### config.mk
export PLATFORM = sky130hd
export DESIGN_NAME = sar_seq_top
export DESIGN_NICKNAME = d
export VERILOG_FILES = /design/src/rtl/sar_seq_pkg.sv /design/src/rtl/sar_start_edge.sv /design/src/rtl/sar_phase_cnt.sv /design/src/rtl/sar_result_reg.sv /design/src/rtl/sar_seq_top.sv
export SDC_FILE = /design/constraint.sdc
export NUM_CORES = 1
export LEC_CHECK = 0
export ABC_AREA = 1
export ABC_CLOCK_PERIOD_IN_PS = 1900
export CORE_AREA = 2 2 53 55
export DETAILED_ROUTE_END_ITERATION = 12
export DIE_AREA = 0 0 55 57
export PLACE_DENSITY_LB_ADDON = 0.25
export SETUP_SLACK_MARGIN = 0.2
export SLEW_MARGIN = 20
export SYNTH_ARGS = -nofsm -noshare
export SYNTH_HDL_FRONTEND = slang
export SYNTH_SLANG_ARGS = --single-unit
export TNS_END_PERCENT = 1
### constraint.sdc
create_clock -name clk -period 1.9 [get_ports clk]
set_input_delay 0.285 -clock clk [delete_from_list [all_inputs] [get_ports clk]]
set_output_delay 0.285 -clock clk [all_outputs]
set_load 0.01 [all_outputs]
### src/rtl/sar_seq_pkg.sv
package sar_seq_pkg;

  typedef enum logic [1:0] {
    PH_IDLE = 2'b00,
    PH_CONV = 2'b01,
    PH_ACQ  = 2'b10
  } phase_t;

  localparam logic [1:0] MODE_NORMAL  = 2'b00;
  localparam logic [1:0] MODE_WARP    = 2'b01;
  localparam logic [1:0] MODE_IMPULSE = 2'b10;

endpackage

### src/rtl/sar_start_edge.sv
module sar_start_edge (
  input  logic clk,
  input  logic rst_n,
  input  logic start_n,
  output logic start_fall
);

  // Cleared by reset so that a start held low through reset is not an edge
  logic was_high_q;
  logic was_high_d;

  always_comb begin
    was_high_d = start_n;
  end

  always_ff @(posedge clk or negedge rst_n) begin
    if (!rst_n) begin
      was_high_q <= 1'b0;
    end else begin
      was_high_q <= was_high_d;
    end
  end

  assign start_fall = was_high_q & ~start_n;

endmodule

### src/rtl/sar_phase_cnt.sv
module sar_phase_cnt #(
  parameter int CNT_W = 4
) (
  input  logic             clk,
  input  logic             rst_n,
  input  logic             clr,
  input  logic             en,
  output logic [CNT_W-1:0] cnt
);

  logic [CNT_W-1:0] cnt_q;
  logic [CNT_W-1:0] cnt_d;

  always_comb begin
    cnt_d = cnt_q;
    if (clr) begin
      cnt_d = '0;
    end else if (en) begin
      cnt_d = cnt_q + 1'b1;
    end
  end

  always_ff @(posedge clk or negedge rst_n) begin
    if (!rst_n) begin
      cnt_q <= '0;
    end else begin
      cnt_q <= cnt_d;
    end
  end

  assign cnt = cnt_q;

endmodule

### src/rtl/sar_result_reg.sv
module sar_result_reg #(
  parameter int DATA_W = 16
) (
  input  logic              clk,
  input  logic              rst_n,
  input  logic              load,
  input  logic [DATA_W-1:0] din,
  output logic [DATA_W-1:0] dout,
  output logic              vld
);

  logic [DATA_W-1:0] word_q;
  logic [DATA_W-1:0] word_d;
  logic              vld_q;

  always_comb begin
    word_d = word_q;
    if (load) begin
      word_d = din;
    end
  end

  always_ff @(posedge clk or negedge rst_n) begin
    if (!rst_n) begin
      word_q <= '0;
      vld_q  <= 1'b0;
    end else begin
      word_q <= word_d;
      vld_q  <= load;
    end
  end

  assign dout = word_q;
  assign vld  = vld_q;

endmodule

### src/rtl/sar_seq_top.sv
module sar_seq_top #(
  parameter int DATA_W      = 16,
  parameter int CONV_CYCLES = 8,
  parameter int ACQ_CYCLES  = 3
) (
  input  logic              clk,
  input  logic              rst_n,
  input  logic              start_n,
  input  logic              pwr_dn,
  input  logic [1:0]        mode_sel,
  input  logic [DATA_W-1:0] data_in,
  output logic              busy,
  output logic              low_pwr,
  output logic              res_vld,
  output logic [DATA_W-1:0] res_word
);
  import sar_seq_pkg::*;

  localparam int MAX_PH = (CONV_CYCLES > ACQ_CYCLES) ? CONV_CYCLES : ACQ_CYCLES;
  localparam int CNT_W  = $clog2(MAX_PH + 1);
  localparam logic [CNT_W-1:0] CONV_LAST = CNT_W'(CONV_CYCLES - 1);
  localparam logic [CNT_W-1:0] ACQ_LAST  = CNT_W'(ACQ_CYCLES - 1);

  phase_t           phase_q, phase_d;
  logic [1:0]       mode_q, mode_d;
  logic             start_fall;
  logic             cnt_clr;
  logic             cnt_en;
  logic [CNT_W-1:0] cnt;
  logic             load;
  logic             conv_last;
  logic             acq_last;
  logic             impulse_q;

  sar_start_edge u_edge (
    .clk        (clk),
    .rst_n      (rst_n),
    .start_n    (start_n),
    .start_fall (start_fall)
  );

  sar_phase_cnt #(.CNT_W(CNT_W)) u_cnt (
    .clk   (clk),
    .rst_n (rst_n),
    .clr   (cnt_clr),
    .en    (cnt_en),
    .cnt   (cnt)
  );

  sar_result_reg #(.DATA_W(DATA_W)) u_res (
    .clk   (clk),
    .rst_n (rst_n),
    .load  (load),
    .din   (data_in),
    .dout  (res_word),
    .vld   (res_vld)
  );

  assign conv_last = (cnt == CONV_LAST);
  assign acq_last  = (cnt == ACQ_LAST);
  assign impulse_q = (mode_q == MODE_IMPULSE);
  assign cnt_en    = (phase_q != PH_IDLE);

  always_comb begin
    phase_d = phase_q;
    mode_d  = mode_q;
    cnt_clr = 1'b0;
    load    = 1'b0;
    unique case (phase_q)
      PH_IDLE: begin
        if (start_fall && !pwr_dn) begin
          phase_d = PH_CONV;
          mode_d  = mode_sel;
          cnt_clr = 1'b1;
        end
      end
      PH_CONV: begin
        if (conv_last) begin
          load    = 1'b1;
          cnt_clr = 1'b1;
          if (impulse_q && !start_n && !pwr_dn) begin
            phase_d = PH_ACQ;
          end else begin
            phase_d = PH_IDLE;
          end
        end
      end
      PH_ACQ: begin
        if (pwr_dn) begin
          phase_d = PH_IDLE;
          cnt_clr = 1'b1;
        end else if (acq_last) begin
          phase_d = PH_CONV;
          mode_d  = mode_sel;
          cnt_clr = 1'b1;
        end
      end
      default: begin
        phase_d = PH_IDLE;
        cnt_clr = 1'b1;
      end
    endcase
  end

  always_ff @(posedge clk or negedge rst_n) begin
    if (!rst_n) begin
      phase_q <= PH_IDLE;
      mode_q  <= MODE_NORMAL;
    end else begin
      phase_q <= phase_d;
      mode_q  <= mode_d;
    end
  end

  assign busy    = (phase_q == PH_CONV);
  assign low_pwr = (phase_q != PH_CONV) && (pwr_dn || impulse_q);

endmodule

==> metrics.md <==
| Metric | Value |
|---|---|
| Arrival time worst endpoint | `~1.3 ns` |
| Worst flop-to-flop path startpoint | `phase_q[0]` |
| Number of buffers added on ports | `40` |
| Max Cap Viol | `0` |
| Largest driver fanout on the critical path | `6` |
| Number of optimization iterations in the first detailed-route pass | `4` |
| Net count after synthesis | `156` |
| Final routed DRC violation total | `0` |
| Average wire length per cell after detail routing | `between 10 and 15 um` |
| Quantity of hold-fixing buffers added after cts | `0` |
| Total power | `2410 uW` |
| Share of the synthesized area in compound gates (AO/OA/AOI/OAI) | `1.79%` |
| Delay of the slowest critical-path stage | `0.48 ns` |
| Gp weighted congestion | `0.790` |
| Number of DRC markers after the initial detailed-route iteration | `17` |
| Fraction of synthesized cell area in xor and xnor cells | `0.781%` |
| DR vias | `991` |
| Adder and majority gate portion of the synthesized area | `2.23%` |
| Max H-tree Level | `1` |
| CTS tree | `done` |
| Wire length of the first global-routing pass | `3660 um` |
| Simple logic cell fraction of the synthesized area | `33.6%` |
| Maximum operating frequency | `624 MHz` |
| Via density per instance | `about 4.8` |
| Largest net degree at the start of global routing | `27` |
| Filler cell count | `245` |
| Proportion of layout cells with a drive suffix above 1 | `7.34%` |
| Clock transition time at the flip-flop clock pins of the worst setup and hold paths | `0.14 ns` |
| Clock latency at the later pin of the worst-skew pair | `~0.32 ns` |
| Pint | `~1600 uW` |
| Die Footprint | `3140 um^2` |
| Post-synth design cell area | `1120 um^2` |
| Half-perimeter wire length after placement | `1830 um` |
| Via count of the first global-routing pass | `912` |
| Fraction of synthesized area in multiplexers | `0%` |
| Antenna Violating Nets Remaining | `0` |
| Clk network pwr share | `15.7%` |
| Initial antenna violation count | `0` |
| Worst clock skew | `around 0.0044 ns` |
| Flip-flop and latch count after synthesis | `26` |
| Total congestion overflow | `0` |
| Overall Global Routing Usage | `15.8%` |
| Worst setup startpoint | `phase_q[1]` |
| Reported net switching power | `838 uW` |
| Ports | `41` |
| Max IR drop VDD | `868 uV` |
| Die outline width | `55 um` |
| Final-stage net count | `202` |
| Root buffer selected by CTS | `sky130_fd_sc_hd__clkbuf_4` |
| Average size of a mapped cell | `8.49 um^2` |
| Cell type of the slowest stage on the worst timing path | `sky130_fd_sc_hd__dfrtp_2` |
| Setup repair after global routing missed its margin | `no` |
| P_leak | `0.000801 uW` |
| Core ar. | `2620 um^2` |
| Count of endpoints failing hold in the final timing report | `0` |
| Tightest Hold Check Type | `in -> async` |
| Critical path endpoint category | `output pin` |
| Synth cell types | `16` |
| Switching share of total power | `34.8%` |
| WHS | `0.306 ns` |
| Die boundary height | `57 um` |
| Number of placement rows | `19` |
| Clock sink total | `26` |
| Final setup violation count | `0` |
| P per Cell Area | `roughly 1500 nW/um^2` |
| Setup TNS | `0 ns` |
| Worst-margin pin slew | `0.322 ns` |
| Required time of the worst setup path | `roughly 1.6 ns` |
| Gate count of the mapped netlist | `132` |
| Total wire length after detailed routing | `approximately 2400 um` |
| Sequential group share of total power | `40.0%` |
| # diodes | `0` |
| Seq/Total Area, Yosys | `58.0%` |
| Combinational Power Share | `44.4%` |
| Final-report max-slew violation count | `0` |
| Area growth from synthesis to final layout | `44.9%` |
| Internal reg-to-reg setup slack | `0.53 ns` |
| CTS max path bufs | `2` |
| Worst Path Class, Setup | `reg -> out` |
| Yosys warning count | `0` |
| Cells along the critical path | `nor2_4, nor2_1, dlygate4sd2_1` |
| Initial Utilization | `42.9%` |
| Worst relative slew slack | `a little under 80%` |
| Tmin final | `roughly 1.6 ns` |
| Post-route fraction of the period consumed by the critical path | `about 84%` |
| Outcome | `complete, no violations` |
| Startpoint Class | `flop` |
| Combinational family with the most area after synthesis | `simple AND/OR/NAND/NOR gates` |
| Number of buffers added by the clock tree synthesis step | `3` |
## what timing repair did
item / in CTS / in global routing
gates cloned: 0 / 0
setup endpoints to repair: 2 / 1
buffers inserted: 0 / 1
endpoints found under the hold margin: 0 / 0
gates resized for setup: 2 / 2
## layer usage
layer	track usage [%]	part of all wire (%)	wire length [um]
met2	26.2	49	1190
met5	0	0	0
met1	19.3	43	1050
met3	4.71	6.1	148
met4	5.23	1.0	25
## sequential cells by signal, indices dropped and copies added (netlist names)
signal	flops
u_edge.was_high_q	1
u_res.vld	1
mode_q	2
u_res.dout	16
phase_q	2
u_cnt.cnt	4
## cells in the final DEF, fill, tap and decap left out, drive strengths merged
master         count
a21oi              1
buf                3
bufinv             1
clkbuf             3
clkdlybuf4s50     38
clkinv             1
dfrtp             26
dlygate4sd2        1
dlymetal6s2s       1
ha                 2
inv                5
nand2             70
nand3              4
nand4              3
nor2              14
o21ai              3
xor2               1
## worst max-delay path, delay by kind of cell (launching register included)
| kind | cells | cell delay, ns |
|---|---|---|
| and+or+nand+nor | 2 | 0.24 |
| DFF | 1 | 0.48 |
| buffers and inverters | 1 | 0.28 |
## metrics by stage
step	cells	instance area [um^2]	worst slack, ns	util, %
CTS	207	1610	0.0409	61.7
floorplan	132	1120	0.682	-
detailed placement	203	1560	0.124	59.6
global placement	203	1560	0.153	59.6
global route	208	1620	0.242	62.1
finish	208	1620	0.298	62.1
## logic make-up after synthesis
logic type	Yosys count
buffers and inverters	8
flip-flops	26
XOR/XNOR	1
adder cells (fa/ha/maj)	2
AO/OA/AOI/OAI	4
AND/OR/NAND/NOR	91
## final timing paths
check,end,depth (start not counted)
max,low_pwr,3
min,mode_q[1],2
max reg2reg,u_cnt.cnt[1],7
min reg2reg,u_res.dout[5],2
max in group asynchronous,phase_q[1],2
min in group clk,u_edge.was_high_q,1
## power by group through the flow
stage	registers, uW	logic [uW]	clock network, uW
floorplan	1030	456	0
global placement	965	1040	0
detailed placement	972	1070	0
CTS	963	1080	390
global route	994	1180	408
finish	961	1070	377
## Yosys cell counts
cell	number	area share [%]
sky130_fd_sc_hd__nand2_1	70	23
sky130_fd_sc_hd__dfrtp_1	26	58
sky130_fd_sc_hd__nor2_1	13	4.4
sky130_fd_sc_hd__inv_1	4	1.3
sky130_fd_sc_hd__nand3_1	4	1.8
sky130_fd_sc_hd__o21ai_0	3	1.3
sky130_fd_sc_hd__ha_1	2	2.2
sky130_fd_sc_hd__nand4_1	2	1.1
sky130_fd_sc_hd__a21oi_1	1	0.45
sky130_fd_sc_hd__buf_2	1	0.45
sky130_fd_sc_hd__buf_6	1	1.0
sky130_fd_sc_hd__clkinv_2	1	0.45
sky130_fd_sc_hd__inv_2	1	0.33
sky130_fd_sc_hd__nand4_4	1	1.9
sky130_fd_sc_hd__nor2_4	1	1.0
sky130_fd_sc_hd__xor2_1	1	0.78
## cell type report
cell class	instances	area, um^2	area share [%]
inverters	6	23.8	1.46
repair buffers	43	424	26.1
well taps	31	38.8	2.39
clock buffers	3	22.5	1.39
multi-input cells	98	433	26.7
flip-flops and latches	26	652	40.1
clock inverters	1	30.0	1.85
Power figures use the tool's default switching activity.
